==> src/rtl/hostec_mbox_pkg.sv <==
package hostec_mbox_pkg;
    // host-side register offsets
    localparam int HA_H2E  = 0;
    localparam int HA_E2H  = 1;
    localparam int HA_SRC0 = 2;   // source word bytes follow, low byte first

    // EC-side register offsets
    localparam int EA_H2E  = 0;
    localparam int EA_E2H  = 1;
    localparam int EA_SWI  = 2;
    localparam int EA_MASK = 3;

    // mask of the bits that can carry a software interrupt (bit 0 excluded)
    function automatic logic [63:0] swi_bits_of(input int width);
        logic [63:0] m;
        m = '0;
        for (int i = 1; i < width; i++) m[i] = 1'b1;
        return m;
    endfunction
endpackage

==> src/rtl/hostec_mbox_pair.sv <==
module hostec_mbox_pair #(
    parameter int MB_W = 8
) (
    input  logic            clk,
    input  logic            rst_n,
    input  logic            h_load,
    input  logic [MB_W-1:0] h_data,
    input  logic            h_ack,
    input  logic            e_clr,
    input  logic            e_load,
    input  logic [MB_W-1:0] e_data,
    output logic [MB_W-1:0] h2e,
    output logic [MB_W-1:0] e2h,
    output logic            unread,
    output logic            irq
);
    typedef struct packed {
        logic [MB_W-1:0] h2e;
        logic [MB_W-1:0] e2h;
        logic            unread;
        logic            irq;
    } pair_t;

    pair_t st_d, st_q;

    always_comb begin
        st_d     = st_q;
        st_d.irq = h_load;
        // host load takes priority over an EC clear in the same cycle
        if (h_load) begin
            st_d.h2e = h_data;
        end else if (e_clr) begin
            st_d.h2e = st_q.h2e & ~e_data;
        end
        if (e_load) begin
            st_d.e2h    = e_data;
            st_d.unread = 1'b1;
        end else if (h_ack) begin
            st_d.unread = 1'b0;
        end
    end

    always_ff @(posedge clk or negedge rst_n) begin
        if (!rst_n) st_q <= '0;
        else        st_q <= st_d;
    end

    assign h2e    = st_q.h2e;
    assign e2h    = st_q.e2h;
    assign unread = st_q.unread;
    assign irq    = st_q.irq;
endmodule

==> src/rtl/hostec_swi_word.sv <==
module hostec_swi_word #(
    parameter int SRC_W = 16,
    parameter int MB_W  = 8
) (
    input  logic              clk,
    input  logic              rst_n,
    input  logic              e_set,
    input  logic              e_mask_wr,
    input  logic [SRC_W-1:0]  e_data,
    input  logic [SRC_W/MB_W-1:0] h_clr_stb,
    input  logic [MB_W-1:0]   h_data,
    output logic [SRC_W-1:0]  swi,
    output logic [SRC_W-1:0]  mask
);
    import hostec_mbox_pkg::*;

    localparam int NBYTES = SRC_W / MB_W;
    localparam logic [SRC_W-1:0] SWI_BITS = SRC_W'(swi_bits_of(SRC_W));

    typedef struct packed {
        logic [SRC_W-1:0] swi;
        logic [SRC_W-1:0] mask;
    } swi_t;

    swi_t st_d, st_q;
    logic [SRC_W-1:0] clr_raw;
    logic [SRC_W-1:0] clr_ok;
    logic [SRC_W-1:0] set_req;

    // place each host byte write at its lane of the source word
    for (genvar k = 0; k < NBYTES; k++) begin : g_lane
        assign clr_raw[k*MB_W +: MB_W] = h_clr_stb[k] ? h_data : '0;
    end

    always_comb begin
        st_d    = st_q;
        clr_ok  = clr_raw & st_q.mask;
        set_req = e_set ? (e_data & SWI_BITS) : '0;
        // a set lands after the clear, so it wins a collision
        st_d.swi = (st_q.swi & ~clr_ok) | set_req;
        if (e_mask_wr) st_d.mask = e_data & SWI_BITS;
    end

    always_ff @(posedge clk or negedge rst_n) begin
        if (!rst_n) st_q <= '0;
        else        st_q <= st_d;
    end

    assign swi  = st_q.swi;
    assign mask = st_q.mask;
endmodule

==> src/rtl/hostec_event_ctl.sv <==
module hostec_event_ctl #(
    parameter int SRC_W = 16
) (
    input  logic             clk,
    input  logic             rst_n,
    input  logic             en_wr,
    input  logic             en_val,
    input  logic [SRC_W-1:0] src,
    output logic             en,
    output logic             host_event
);
    typedef struct packed {
        logic en;
    } ev_t;

    ev_t st_d, st_q;

    always_comb begin
        st_d = st_q;
        if (en_wr) st_d.en = en_val;
    end

    always_ff @(posedge clk or negedge rst_n) begin
        if (!rst_n) st_q <= '0;
        else        st_q <= st_d;
    end

    assign en         = st_q.en;
    assign host_event = st_q.en && (src != '0);
endmodule

==> src/rtl/hostec_mbox_top.sv <==
module hostec_mbox_top #(
    parameter int MB_W  = 8,
    parameter int SRC_W = 16,
    parameter int HA_W  = 3,
    parameter int EA_W  = 3
) (
    input  logic             clk,
    input  logic             rst_n,
    input  logic             h_wr,
    input  logic [HA_W-1:0]  h_addr,
    input  logic [MB_W-1:0]  h_wdata,
    output logic [MB_W-1:0]  h_rdata,
    input  logic             e_wr,
    input  logic [EA_W-1:0]  e_addr,
    input  logic [SRC_W-1:0] e_wdata,
    output logic [SRC_W-1:0] e_rdata,
    output logic             host_event,
    output logic             ec_irq
);
    import hostec_mbox_pkg::*;

    localparam int NBYTES = SRC_W / MB_W;
    localparam int HA_CTL = HA_SRC0 + NBYTES;

    logic [MB_W-1:0]   h2e_q;
    logic [MB_W-1:0]   e2h_q;
    logic              unread;
    logic [SRC_W-1:0]  swi_q;
    logic [SRC_W-1:0]  mask_q;
    logic [SRC_W-1:0]  src_word;
    logic              ev_en;
    logic [NBYTES-1:0] h_clr_stb;

    logic h_hit_h2e, h_hit_e2h, h_hit_ctl;
    logic e_hit_h2e, e_hit_e2h, e_hit_swi, e_hit_mask;

    assign h_hit_h2e  = h_wr && (h_addr == HA_W'(HA_H2E));
    assign h_hit_e2h  = h_wr && (h_addr == HA_W'(HA_E2H));
    assign h_hit_ctl  = h_wr && (h_addr == HA_W'(HA_CTL));
    assign e_hit_h2e  = e_wr && (e_addr == EA_W'(EA_H2E));
    assign e_hit_e2h  = e_wr && (e_addr == EA_W'(EA_E2H));
    assign e_hit_swi  = e_wr && (e_addr == EA_W'(EA_SWI));
    assign e_hit_mask = e_wr && (e_addr == EA_W'(EA_MASK));

    for (genvar k = 0; k < NBYTES; k++) begin : g_stb
        assign h_clr_stb[k] = h_wr && (h_addr == HA_W'(HA_SRC0 + k));
    end

    hostec_mbox_pair #(.MB_W(MB_W)) pair_i (
        .clk    (clk),
        .rst_n  (rst_n),
        .h_load (h_hit_h2e),
        .h_data (h_wdata),
        .h_ack  (h_hit_e2h && h_wdata[0]),
        .e_clr  (e_hit_h2e),
        .e_load (e_hit_e2h),
        .e_data (e_wdata[MB_W-1:0]),
        .h2e    (h2e_q),
        .e2h    (e2h_q),
        .unread (unread),
        .irq    (ec_irq)
    );

    hostec_swi_word #(.SRC_W(SRC_W), .MB_W(MB_W)) swi_i (
        .clk       (clk),
        .rst_n     (rst_n),
        .e_set     (e_hit_swi),
        .e_mask_wr (e_hit_mask),
        .e_data    (e_wdata),
        .h_clr_stb (h_clr_stb),
        .h_data    (h_wdata),
        .swi       (swi_q),
        .mask      (mask_q)
    );

    assign src_word = swi_q | SRC_W'(unread);

    hostec_event_ctl #(.SRC_W(SRC_W)) ev_i (
        .clk        (clk),
        .rst_n      (rst_n),
        .en_wr      (h_hit_ctl),
        .en_val     (h_wdata[0]),
        .src        (src_word),
        .en         (ev_en),
        .host_event (host_event)
    );

    always_comb begin
        h_rdata = '0;
        if (h_addr == HA_W'(HA_H2E))      h_rdata = h2e_q;
        else if (h_addr == HA_W'(HA_E2H)) h_rdata = e2h_q;
        else if (h_addr == HA_W'(HA_CTL)) h_rdata = MB_W'(ev_en);
        for (int k = 0; k < NBYTES; k++) begin
            if (h_addr == HA_W'(HA_SRC0 + k)) h_rdata = src_word[k*MB_W +: MB_W];
        end
    end

    always_comb begin
        e_rdata = '0;
        if (e_addr == EA_W'(EA_H2E))       e_rdata = SRC_W'(h2e_q);
        else if (e_addr == EA_W'(EA_E2H))  e_rdata = SRC_W'(e2h_q);
        else if (e_addr == EA_W'(EA_SWI))  e_rdata = src_word;
        else if (e_addr == EA_W'(EA_MASK)) e_rdata = mask_q;
    end
endmodule

==> config.mk <==
export PLATFORM = sky130hd
export DESIGN_NAME = hostec_mbox_top
export DESIGN_NICKNAME = d
export VERILOG_FILES = /design/src/rtl/hostec_mbox_pkg.sv /design/src/rtl/hostec_mbox_pair.sv /design/src/rtl/hostec_swi_word.sv /design/src/rtl/hostec_event_ctl.sv /design/src/rtl/hostec_mbox_top.sv
export SDC_FILE = /design/constraint.sdc
export NUM_CORES = 1
export LEC_CHECK = 0
export ABC_AREA = 1
export BUFFER_PORTS_ARGS = -buffer_cell sky130_fd_sc_hd__buf_2
export CAP_MARGIN = 20
export CORE_MARGIN = 3
export CORE_UTILIZATION = 40
export CTS_CLUSTER_DIAMETER = 80
export DETAILED_ROUTE_END_ITERATION = 10
export SLEW_MARGIN = 15
export SYNTH_ARGS = -nofsm -noshare
export SYNTH_HDL_FRONTEND = slang
export SYNTH_SLANG_ARGS = --single-unit
==> constraint.sdc <==
create_clock -name clk -period 1.09 [get_ports clk]
set_input_delay 0.109 -clock clk [delete_from_list [all_inputs] [get_ports clk]]
set_output_delay 0.109 -clock clk [all_outputs]
set_load 0.02 [all_outputs]
; Yosys cells after proc, flatten, opt, wreduce, memory -nomap -nowiden
; Index checks and enable logic that the tools add are counted.
[totals]
elab_cells = 53
reg_bits = 50
[classes]
n_eq_ne = 7
muxes = 16
n_reduce_logical = 16
bitwise = 7
[ops]
columns = op, n
row1 = $mux 16, 5
row2 = $mux 8, 8
row3 = $and 16x16->16, 2
row4 = $not 16->16, 1
row5 = $or 16x1->16, 1
row6 = $or 16x16->16, 1
row7 = $reduce_bool 16->1, 1
row8 = $eq 3x2->1 const B, 4
row9 = $logic_and 1x1->1, 11
row10 = $and 8x8->8, 1
row11 = $not 8->8, 1
row12 = $eq 3x1->1 const B, 2
row13 = $logic_not 3->1, 2
row14 = $reduce_bool 2->1, 2
row15 = $eq 3x3->1 const B, 1
row16 = $mux 1, 3

; Logic depth before layout (Yosys ltp)
; Gate-level depths: netlist of run 1.
[logic_depth]
ltp_word = 7
ltp_mapped = 7
ltp_nobuf = 6

; By module
; From an unflattened synthesis of run 1, not the netlist that was laid out.
[unflattened]
cells_unflattened = 394
hier_area_um2 = 2902.8
[by_module_without_submodules]
columns = mod, n_inst, cells_per_inst, seq_area_each_um2, area_each_um2
row1 = hostec_swi_word, 1, 143, 750.7, 1232.4
row2 = hostec_mbox_top, 1, 151, 0.0, 838.3
row3 = hostec_mbox_pair, 1, 81, 450.4, 737.0
row4 = hostec_event_ctl, 1, 19, 25.0, 95.1

; Worst setup path after synthesis of run 1
; Ideal clock, no wire load.
[synth_path]
path_kind = input to output
start = in e_addr[1]
end = out e_rdata[10]
stages = 6
required_ns = 0.981
path_slack_ns = 0.105
n_path_buf = 2
arrival_time_ns = 0.876
path_cell_list = buf_4 > inv_4 > nor2_8 > buf_2 > nand2_1 > nand2_1
[synth_via]
elab_chain_cells = 5
[synth_rtl]
columns = element, line
row1 = "start, declared", hostec_mbox_top.sv:14  ; input logic [EA_W-1:0] e_addr,
row2 = $eq 3x2->1, hostec_mbox_top.sv:103  ; else if (e_addr == EA_W'(EA_MASK)) e_rdata = mask_q;
row3 = $mux 16, hostec_mbox_top.sv:103
row4 = $mux 16, hostec_mbox_top.sv:102  ; else if (e_addr == EA_W'(EA_SWI)) e_rdata = src_word;
row5 = $mux 16, hostec_mbox_top.sv:101  ; else if (e_addr == EA_W'(EA_E2H)) e_rdata = SRC_W'(e2h_q);
row6 = $mux 16 (*), hostec_mbox_top.sv:100  ; if (e_addr == EA_W'(EA_H2E)) e_rdata = SRC_W'(h2e_q);
row7 = "end, declared", hostec_mbox_top.sv:16  ; output logic [SRC_W-1:0] e_rdata,
; Mark *: on every way between the ends. The rest lies on a longest branch, timed or not.

; Worst setup path after layout of run 1
[layout_path]
start = reg swi_i.st_q (netlist bit swi_i.swi[3])
end = out h_rdata[3]
[layout_via]
elab_chain_cells = 3
[layout_rtl]
columns = element, line
row1 = "start, declared", hostec_swi_word.sv:25  ; swi_t st_d, st_q;
row2 = "start signal, assigned", hostec_swi_word.sv:46  ; else st_q <= st_d;
row3 = $or 16x1->16, hostec_mbox_top.sv:76  ; assign src_word = swi_q | SRC_W'(unread);
row4 = $mux 8 (2 in a row), hostec_mbox_top.sv:94  ; if (h_addr == HA_W'(HA_SRC0 + k)) h_rdata = src_word[k*MB_W +: MB_W];
row5 = "end, declared", hostec_mbox_top.sv:12  ; output logic [MB_W-1:0] h_rdata,
; Every way passes these cells.

==> results.txt, run 1 <==
* Pre-Repair DR Iteration Count: 7
- Hold timing on the final database bottoms out at a slack of 0.0111 ns.
- Switching component of the power: 2.02 mW
* Yosys Warn Count: 0
- The hold violation total from the final report came to 0.
- Compared with the post-synthesis result, the final layout area differs by 43.4%.
- Total power divided by cell area: 1360 mW/mm2
* Standard-cell row count: 30
- The setup check on the worst reg-to-reg path leaves a slack of 0.21 ns.
- Outcome: complete, but fails checks
- In the final routed layout, each cell accounts on average for 16.3 um.
- Static timing analysis puts the maximum clock frequency at 0.713 GHz.
* Average cell area after synthesis: 7.15 um2
- The number of global-route vias before repair is 3,046.
* Clock Skews: 0.00255 ns
- The worst path in the final design needs a cycle of 1.40 ns, including I/O delays and setup.
* Final-layout setup total negative slack: -4.25 ns
- Per report_power, the clock group accounts for 19.3% of the total.
* Placed Cells incl. Taps: 590
- During I/O placement, the number of pins put on the boundary was 60.
- Clock-pin slew on the worst setup and hold paths: 0.09 ns
- The number of antenna diodes in the final layout is 0.
- For this run, design rule violations remaining after detail routing come to 0.
* Synthesized cell area: 0.00289 mm2
- The number of nets handed over by synthesis was 439.
* Dpl ws: -0.0417 ns
* Internal power: 3.61 mW
- Routability-driven placement finished with a final weighted congestion of 0.914.
- Worst hold path class: in2reg
- At the later pin of the worst-skew pair, clock insertion delay measures 0.31 ns.
- Once layout is complete, the cells apart from fillers number 609.
- Total routed wirelength: 9900 um
- Total grt overflow: 0
* Data required time of the critical path: 0.98 ns
- Via-per-instance ratio: 5.28
* Number of instances in the synthesized netlist: 405
* Die area: 0.00829 mm2
- The number of antenna violations at the first check in global routing is 0.
- Counting the buffers created by CTS gives 5.
- Kind of critical path: reg2out
* Longest Clk Path Bufs: 2
- Clock Sink Count: 49
- Of all nets on the critical path, the largest fanout is 3.
* Core area: 0.00691 mm2
- Across all layers, the routed design uses 3,213 vias.
* Total half-perimeter wirelength after legalization and detailed placement: 7180 um
- Lkg Pwr: 2.15 nW
- Part of the power in registers: 44.5%
- Final instance area: 0.00415 mm2
* Root Buffer: clkbuf_8
* Crit end category: output pin
* Cell area after placement: 0.00364 mm2
- Net switching is 35.9% of the power.
* Worst voltage drop across the vdd grid: 0.798 mV
- CTS built an H-tree with a depth of 2.
- From left edge to right edge, the die measures 91.1 um.
- Global-route wire length before repair: 15,900 um
- Across the run, the number of max-cap violations was 0.
- Combined global-route utilization of all metal layers: 24.2%
- For this configuration, the core starts out at a cell density of 41.9%.
- For this block, the initial DRC count from the detailed router was 229.
* Measured slew at the worst slew-check pin: 0.377 ns
* Sequential fraction of the synthesis area: 42.4%
- The synthesized design devotes to its leading area cell type 42.4% of total area.
* Largest area contributor in the synthesized netlist: dfrtp_1
- TritonCTS clock tree: done
* Antenna Nets Post-Route: 0
- During placement, the flow inserted port buffers numbering 59.
* Proportion of layout cells with a drive suffix above 1: 35.9%
- Worst Setup Slack, final: -0.313 ns
- The share of total power dissipated in combinational logic is 36.2%.
- Flip-flop and latch count after synthesis: 49
* Vertical die dimension: 91.1 um
- Setup violations remaining at the end of the flow were counted as 25.
- Entering global routing, the biggest net connects 50 pins.
- The worst path uses 129% of the clock period.
* Max-slew violations: 0
- Number of library cell types mapped by synthesis: 24
- The worst pin sits at a relative slew slack of 74.8%.
* Power Total: 5.64 mW
- Critical path launch point type: flip-flop
- Nets: 546
* Critical path data arrival time: 1.29 ns
- For this run, the share of the core covered by cells in the final layout is 60.1%.
* Cell types with the largest area share after synthesis: dfrtp_1 42%, nand2_1 21%, nand3_1 13%, nand4_1 5.0%, inv_1 3.8%
* Failing checks: setup timing
- Setup repair after global routing missed its margin: true
[synthesized netlist by cell type (all sizes together)]
cell type and instances:
nand2 165, clkbuf 3, dfrtp 49, inv 33, a21oi 3, nand3b 1
o21ai 18, nor2 22, nand3 74, buf 14, nand4 23
[sequential cells by signal (all words and copies together) (netlist names)]
signal         count
swi_i.mask        15
swi_i.swi         15
pair_i.e2h         8
pair_i.h2e         8
ev_i.en            1
pair_i.irq         1
pair_i.unread      1
[worst max-delay path: stages (launching register included)]
cell and delay (ns):
dfrtp_1 0.40, buf_4 0.14, buf_6 0.11, nand3_1 0.07, nand4_1 0.09, buf_4 0.17
[power groups by stage]
stage / sequential (mW) / combinational, mW / clock, mW
after floorplan: 2.47 / 0.839 / 0
after global placement: 2.51 / 1.55 / 0
after detailed placement: 2.52 / 1.58 / 0
after CTS: 2.50 / 1.85 / 1.11
after global routing: 2.56 / 2.24 / 1.17
final: 2.51 / 2.04 / 1.09
[cells by family (layout without fill, tap and decap cells)]
group	after synthesis	after routing	share of synthesized area, %
DFF	49	49	42.4
buffers and inverters	50	158	8.00
and+or+nand+nor	285	285	44.4
AOI/OAI and AO/OA	21	21	5.19
[layout by cell type, fill, tap and decap left out, drive strengths merged]
cell         netlist  layout
clkbuf             3       6
nand3             74      74
dlygate4sd3        0       1
inv               33      33
nand4             23      23
clkinv             0       2
a21oi              3       3
o21ai             18      18
buf               14     116
nand3b             1       1
nor2              22      22
nand2            165     165
dfrtp             49      49
[cell type report]
type | count | area (um2)
sequential | 49 | 1230
clock buffer | 6 | 72.6
clock inverter | 2 | 10.0
tap | 96 | 120
multi-input combinational | 306 | 1600
fill | 679 | 2760
inverter | 33 | 126
timing repair buffer | 117 | 996
[routing by layer]
metal	vias up	GRT usage, %	part of all wire [%]
li1	1532	-	-
met4	0	6.16	1.6
met5	-	0	0
met1	1527	33.8	43
met2	142	38.8	47
met3	12	4.47	8.5
[path summary, 6_finish.rpt]
kind,cells after the start,start,endpoint
min in group asynchronous,3,rst_n,swi_i.swi[9]
max reg2reg,4,swi_i.swi[11],swi_i.swi[11]
min,3,e_wdata[9],swi_i.swi[9]
max,5,swi_i.swi[3],h_rdata[3]
min reg2reg,2,swi_i.mask[12],swi_i.mask[12]
max in group asynchronous,3,rst_n,swi_i.swi[6]
[timing repair]
action | 4_1_cts | 5_1_grt
resized for setup | 67 | 29
pin swaps | 27 | 15
endpoints found under the hold margin | 49 | 0
endpoints found under the setup margin | 25 | 25
hold buffers | 1 | 0
setup buffers | 4 | 6
No activity file was read; power rests on OpenSTA's default activity.
==> run 2: changes to the inputs <==
Settings changed: ABC_AREA 1 to unset, HOLD_SLACK_MARGIN set to 0.05.
==> run 2 against run 1 <==
The run still ends with setup timing left. Sequential share of layout area grew 0.78 points. Utilization increased by 2.4 points. Cell area decreased by 2.3%. Power up 8.3%. Critical path depth shrank 1. Area after synthesis decreased by 5.8%. Via count fell by 31%. Register-to-register slack got worse by 0.11 ns. Clock skew hardly changed. First-iteration DRC count down 67%.
==> results.txt, run 2 <==
* Critical R2R Capture: swi_i.swi[5]
- Measured slew at the worst slew-check pin: 0.276 ns (-0.101 ns)
* Number of library cell types mapped by synthesis: 29 (+21%)
- Flip-flop and latch count after synthesis: 49 (unchanged)
* Clock-pin slew on the worst setup and hold paths: 0.09 ns (about the same)
- The worst setup path is of the reg2out kind.
* TritonCTS clock tree: done
- Core area: 0.00649 mm2 (-6.0%)
- Sequential fraction of the synthesis area: 45.0% (+2.6 points)
- STA classifies the critical path endpoint as an output pin.
- Via-per-instance ratio: 5.34 (+1.3%)
* Critical path launch point type: flip-flop
- The overall die height came to 88.6 um (-2.7%).
- The internal power came to 4.25 mW (+18%).
- Boundary Pins: 60 (unchanged)
- The total power draw came to 6.10 mW (+8.3%).
- The total congestion overflow after global routing was 0 (unchanged).
* Data required time of the critical path: 0.98 ns (about the same)
- The worst hold margin was 0.0660 ns (+0.0550 ns).
- Longest Clk Path Bufs: 2 (unchanged)
- In this run the clock root is driven by a clkbuf_8.
* WL/cell: 18.9 um (+16%)
* Max-slew violations: 0 (unchanged)
- Worst R2R Setup Slack: 0.10 ns (-0.11 ns)
- Part of the power in registers: 42.5% (-2.0 points)
- Input/output buffers: 59 (unchanged)
- Total power divided by cell area: 1500 mW/mm2 (+11%)
- Slew Limit Headroom: 81.5% (+6.7 points)
* Nets: 371 (-32%)
* Max_cap viols: 0 (unchanged)
- The share of synthesized registers carrying an async set or reset came to 100% (unchanged).
- The final weighted congestion in routability-driven placement was 0.892 (-2.4%).
- The CTS H-tree depth is 2 (unchanged).
- The detailed-route via count is 2,217 (-31%).
- The combined area of all synthesized cells was 0.00273 mm2 (-5.8%).
- The checks that failed: setup timing.
- After synthesis, the most frequently instantiated cells are 49 x dfrtp_1, 32 x mux2_2, 15 x a22o_1, 15 x nand3_1, 15 x nor2b_1.
- Largest area contributor in the synthesized netlist: dfrtp_1
* Average cell area after synthesis: 13.2 um2 (+84%)
* Source of the critical timing path: swi_i.swi[3]
- Pre-Repair DR Iteration Count: 4 (-3)
* Worst Setup Slack, final: -0.519 ns (-0.206 ns)
* Outcome: complete, but fails checks
* TritonCTS Buffers: 5 (unchanged)
- Switching part of the total: 30.4% (-5.5 points)
* Lkg Pwr: 1.91 nW (-11%)
- DR DRC count: 0 (unchanged)
- Relative to the synthesized area, the layout overhead comes to 48.7%.
- The most used flip-flop cell after synthesis is dfrtp_1.
- The global routing usage summed across all routing layers was 21.6% (-2.7 points).
* Setup repair after global routing missed its margin: true
- The largest net degree at the start of global routing came to 50 (unchanged).
- Initial core utilization: 42.0% (+0.094 points)
- The violation count after the first detailed-routing iteration came to 76 (-67%).
* Initial antenna violation count: 0 (unchanged)
- The power share of the combinational group is 40.3% (+4.1 points).
* Switching component of the power: 1.85 mW (-8.5%)
- The wire length of the first global-routing pass was 12,400 um (-22%).
- The arrival time of the worst setup path came to 1.50 ns (+0.21 ns).
* Clk network pwr share: 17.2% (-2.1 points)
* Number of instances in the synthesized netlist: 207 (-49%)
- The top cell types in the final layout, fill and taps aside, are 70 x buf_4, 46 x dfrtp_1, 35 x buf_2.
- Die width: 88.6 um (-2.7%)
* Clk_lat worst skew: 0.30 ns (about the same)
* Total half-perimeter wirelength after legalization and detailed placement: 5860 um (-18%)
- The number of warnings printed during yosys synthesis is 0 (unchanged).
- The number of global-route vias before repair is 2,354 (-23%).
* Number of nets in the synthesized netlist: 241 (-45%)
- The worst hold path belongs to the class in2reg.
* Final Hold Fails: 0 (unchanged)
* CP Max Fanout: 4 (+1)
* Standard-cell row count: 29 (-3.3%)
- Worst voltage drop across the vdd grid: 0.690 mV (-14%)
* Area share of the largest cell type after synthesis: 45.0% (+2.6 points)
- Proportion of layout cells with a drive suffix above 1: 62.4% (+27 points)
- The remaining number of nets flagged by the antenna check after routing was 0 (unchanged).
- After synthesis, the cell types taking the most area are dfrtp_1 45%, mux2_2 13%, mux4_2 12%, a22o_1 4.8%, mux2i_1 4.0%.
- Clock Sink Count: 49 (unchanged)
* Count of inserted antenna diode cells: 0 (unchanged)
* Startpoint of the lowest-slack register-to-register path: swi_i.swi[5]
- Yosys instantiated no cell more often than dfrtp_1.
- Final period demand of the worst path: 1.61 ns (+0.206 ns)
* Final critical-path share of the clock period: 148% (+19 points)
- Share of the core filled with cells: 62.5% (+2.4 points)
* Highest achievable clock rate: 0.622 GHz (-13%)
* Clock Skews: 0.00218 ns (-0.000375 ns)
- The number of flops mapped to enable cells by yosys is 0 (unchanged).
* Total routed wirelength: 7860 um (-21%)
* Reg2Reg Depth: 3 (-1)
- Most common cell after layout, fill and taps aside: buf_4
- Die area: 0.00785 mm2 (-5.4%)
- Following the worst setup path forward leads to its endpoint at host_event.
- The final setup violation count is 25 (unchanged).
[run 2: cell types whose count changed in the layout (fill, tap and decap cells not counted), sizes merged, moves of 13 or more]
cell,before,now
nand2,165,1
nor2b,0,15
buf,116,129
mux4,0,14
inv,33,1
o21ai,18,0
a22o,0,15
nand3,74,15
mux2,0,32
nand4,23,0
[run 2: logic make-up after synthesis]
group,share of synthesized area (%)
compound gates,8.58
flops,45.0
buf+inv,3.67
mux,28.8
simple gates,14.0
[run 2: power groups by stage]
stage	combinational [mW]	sequential [mW]	clock (mW)
after detailed placement	1.97	2.61	0
final	2.46	2.59	1.05
after floorplan	1.17	2.51	0
after global placement	1.94	2.59	0
after global routing	2.63	2.65	1.16
after CTS	2.40	2.58	1.08
[run 2: worst min-delay path by stage]
stage                    start            end  slack, ns  cells past startpoint
global placement         rst_n     pair_i.irq       0.12                      2
detailed placement       rst_n     pair_i.irq       0.12                      2
global route        e_wdata[0]  pair_i.e2h[0]       0.05                      2
floorplan                rst_n        ev_i.en      -0.19                      0
CTS                 e_wdata[0]  pair_i.e2h[0]       0.05                      2
finish              e_wdata[0]  pair_i.e2h[0]       0.07                      2
[run 2: worst max-delay path, stage by stage (launching register included)]
cell     delay, ns
dfrtp_1       0.43
nor4_2        0.29
buf_4         0.15
a41oi_2       0.13
buf_4         0.19
[run 2: layer usage]
metal	share of wire [%]	track usage [%]
met1	45	29.2
met4	0.78	5.63
met5	0	0
met3	3.7	4.10
met2	50	35.8
[run 2: what timing repair did]
| item | CTS | global route |
|---|---|---|
| endpoints found under the setup margin | 32 | 30 |
| resized for setup | 57 | 13 |
| buffers inserted | 8 | 3 |
| hold endpoints to repair | 58 | 0 |
| cloned | 0 | 0 |
| hold buffers | 8 | 0 |
| pin swaps | 7 | 8 |
[run 2: final cells by class]
class | count | area [um2]
fill | 510 | 2440
multi-input combinational | 142 | 1570
sequential | 49 | 1230
timing repair buffer | 138 | 1080
tap | 77 | 96.3
clock buffer | 8 | 80.1
inverter | 1 | 3.75
[run 2: stage by stage]
step           setup TNS [ns]  instances  instance area [um2]  setup WS, ns
5_1_grt                -10.93        415                 4060        -0.613
2_1_floorplan           -2.19        207                 2800       -0.0976
6_report                -9.44        415                 4060        -0.519
3_5_place_dp           -15.41        392                 3580        -0.438
4_1_cts                 -9.82        413                 4010        -0.523
3_3_place_gp           -14.94        392                 3580        -0.419
==> run 3: changes to the inputs <==
Settings changed: ABC_AREA set to 1.
==> run 3 against run 2 <==
The run still ends with setup timing left. Clock power grew 4%. Combinational power shrank 15%. First-iteration DRC count grew to 3.5 times the previous value. Power shrank 6.6%. Via count grew 47%. Routed wire length grew 29%. Setup slack gained 0.20 ns. Critical path depth grew 1. Register-to-register slack gained 0.11 ns. Utilization grew 0.10 points. Non-clock buffer count shrank 4. Sequential power shrank 3%.
==> results.txt, run 3 (synthesis gave the netlist of run 1 again) <==
* Final setup violation count: 25 (unchanged)
- DR DRC count: 0 (unchanged)
* TritonCTS Buffers: 5 (unchanged)
* Global-route wire length before repair: 16,200 um (+30%)
- Initial core utilization: 41.9% (-0.094 points)
* Worst Hold Endpoint: pair_i.h2e[5]
* Share of total power in combinational logic: 36.8% (-3.5 points)
- The final setup skew came to 0.00256 ns (+0.000381 ns).
- Final instance area: 0.00432 mm2 (+6.5%)
- The worst hold margin came to 0.0455 ns (-0.0206 ns).
* Most frequent cell on the critical path: buf_4
* Worst path buffer plus inverter count: 3 (+1)
- Boundary Pins: 60 (unchanged)
* Input/output buffers: 59 (unchanged)
- Area of the multi-input gates: 0.00160 mm2 (+1.8%)
- The post-place setup slack is -0.0417 ns (+0.397 ns).
* Critical path launch point type: flip-flop
- On the critical path the largest part of the delay comes from buffers and inverters.
- The number of iterations in the first detailed-routing pass was 5 (+1).
- The detailed-route via count came to 3,257 (+47%).
* Data required time of the critical path: 0.98 ns (about the same)
- Count of inserted antenna diode cells: 0 (unchanged)
- Final Hold Fails: 0 (unchanged)
- The length in cells of the worst reg-to-reg path is 4 (+1).
- Startpoint of the lowest-slack register-to-register path: swi_i.swi[11]
- The floorplan die area is 0.00829 mm2 (+5.7%).
- The headroom to the max-slew limit was 76.9% (-4.6 points).
- The average detailed-routed wire length per instance is 16.2 um (-14%).
- Antenna Nets Post-Route: 0 (unchanged)
* Failing checks: setup timing
* Final non-filler cell total: 626 (+51%)
- The worst stage delay on the critical path is 0.40 ns (-0.03 ns).
* Critical R2R Capture: swi_i.swi[11]
- Leaving out fill and tap cells, the most frequent cell in the layout is nand2_1.
- Worst hold path class: in2reg
* Ordered list of cells on the worst path: buf_4 -> buf_6 -> nand3_1 -> nand4_1 -> buf_4
- Max_cap viols: 0 (unchanged)
* Proportion of layout cells with a drive suffix above 1: 34.7% (-28 points)
- Sequential cell area: 0.00123 mm2 (-0.30%)
- The CTS sink count is 49 (unchanged).
- Critical path data arrival time: 1.30 ns (-0.20 ns)
- Vias in the first global route: 3,129 (+33%)
* Worst R2R Setup Slack: 0.21 ns (+0.11 ns)
* Maximum level of the CTS H-tree: 2 (unchanged)
* Outcome: complete, but fails checks
- The internal power came to 3.65 mW (-14%).
- The worst hold path begins at h_wdata[5].
- P&R area growth vs syn: 49.3%
- The slew of the pin with the lowest slew margin was 0.345 ns (+0.0695 ns).
- Kind of critical path: reg2out
- Core area: 0.00691 mm2 (+6.3%)
- Total grt overflow: 0 (unchanged)
* Part of the power in registers: 44.0% (+1.5 points)
* Final-layout setup total negative slack: -4.35 ns (+5.09 ns)
- The static leakage power came to 2.22 nW (+17%).
* Initial antenna violation count: 0 (unchanged)
* Standard-cell row count: 30 (+3.4%)
* Nets: 563 (+52%)
- Power Total: 5.70 mW (-6.6%)
* Commonest cells after routing, fill and taps aside: 152 x nand2_1, 53 x nand3_1, 49 x dfrtp_1
- The violation count after the first detailed-routing iteration was 265 (+250%).
* Number of fillers in the final layout: 658 (+29%)
* Worst hold stages: 3 (+1)
* Highest achievable clock rate: 0.711 GHz (+14%)
- The maximum resistive drop on vdd was 0.802 mV (+16%).
- Routability Congestion: 0.914 (+2.4%)
- The net switching share of the total power was 35.9% (+5.5 points).
- Root Buffer: clkbuf_8
- Combined global-route utilization of all metal layers: 24.6% (+3.0 points)
- The clock latency reported for the late side of the worst-skew pair was 0.32 ns (+0.02 ns).
- The reported net switching power is 2.05 mW (+10%).
- Cell area after placement: 0.00364 mm2 (+1.7%)
* Via-per-instance ratio: 5.20 (-2.6%)
- The fraction of power consumed by the clock network came to 19.2% (+2.0 points).
* Total routed wirelength: 10,100 um (+29%)
- Library cell contributing the largest single delay on the critical path: dfrtp_1
- Total half-perimeter wirelength after legalization and detailed placement: 7180 um (+22%)
- The largest net degree at the start of global routing was 50 (unchanged).
- The ratio of total power to cell area came to 1320 mW/mm2 (-12%).
* Share of the core filled with cells: 62.6% (+0.10 points)
- Final period demand of the worst path: 1.41 ns (-0.202 ns)
- Clock-pin slew on the worst setup and hold paths: 0.09 ns (about the same)
- The overall die height is 91.1 um (+2.8%).
- Crit end category: output pin
* Final critical-path share of the clock period: 129% (-19 points)
- Max-slew violations: 0 (unchanged)
- The slack of the critical path came to -0.317 ns (+0.202 ns).
* Longest Clk Path Bufs: 2 (unchanged)
* Die width: 91.1 um (+2.8%)
* CP Max Fanout: 3 (-1)
- TritonCTS built the clock tree.
- Placed Cells incl. Taps: 590 (+51%)
- Setup repair after global routing missed its margin: true
## run 3: cell types whose count changed in the layout (fill, tap and decap cells not counted), sizes merged, moves of 18 or more
cell,before,now
o21ai,0,18
inv,1,33
nand4,0,23
nand3,15,74
nand2,1,165
mux2,32,0
## run 3: tightest hold or removal path, delay by kind of cell
kind	cells	cell delay [ns]
buffers and inverters	1	0.11
and+or+nand+nor	2	0.11
## run 3: layout make-up
type | instances | share of cell area [%]
Sequential cell | 49 | 28.4
Tap cell | 96 | 2.78
Inverter | 33 | 2.92
Clock inverter | 2 | 0.232
Clock buffer | 6 | 1.68
Timing Repair Buffer | 134 | 27.0
Multi-Input combinational cell | 306 | 37.0
## run 3: power by group through the flow
stage / combinational (mW) / sequential [mW] / clock (mW)
2_1_floorplan: 0.839 / 2.47 / 0
3_3_place_gp: 1.55 / 2.51 / 0
3_5_place_dp: 1.58 / 2.52 / 0
4_1_cts: 1.89 / 2.50 / 1.11
5_1_grt: 2.29 / 2.56 / 1.17
6_report: 2.09 / 2.51 / 1.09
## run 3: how the worst max path moves through the flow
stage | start | endpoint | cells after the start
after global placement | h_addr[2] | swi_i.swi[5] | 8
after detailed placement | h_addr[2] | swi_i.swi[1] | 8
after CTS | swi_i.swi[13] | host_event | 5
after floorplan | e_addr[1] | e_rdata[10] | 6
after global routing | swi_i.swi[11] | host_event | 5
final | swi_i.swi[3] | h_rdata[3] | 5
## run 3: layer usage
metal  vias up  track usage (%)  wire length [um]
li1       1567                -                 -
met1      1549             33.9              4480
met2       124             39.9              4730
met3        17             4.47               758
met4         0             6.16               178
met5         -                0                 0
## run 3: timing repair
item | in CTS | in global routing
hold buffers | 17 | 1
hold endpoints to repair | 68 | 1
gates cloned | 0 | 0
gates resized for setup | 67 | 29
pin swaps | 27 | 15
endpoints found under the setup margin | 25 | 25
setup buffers | 4 | 6
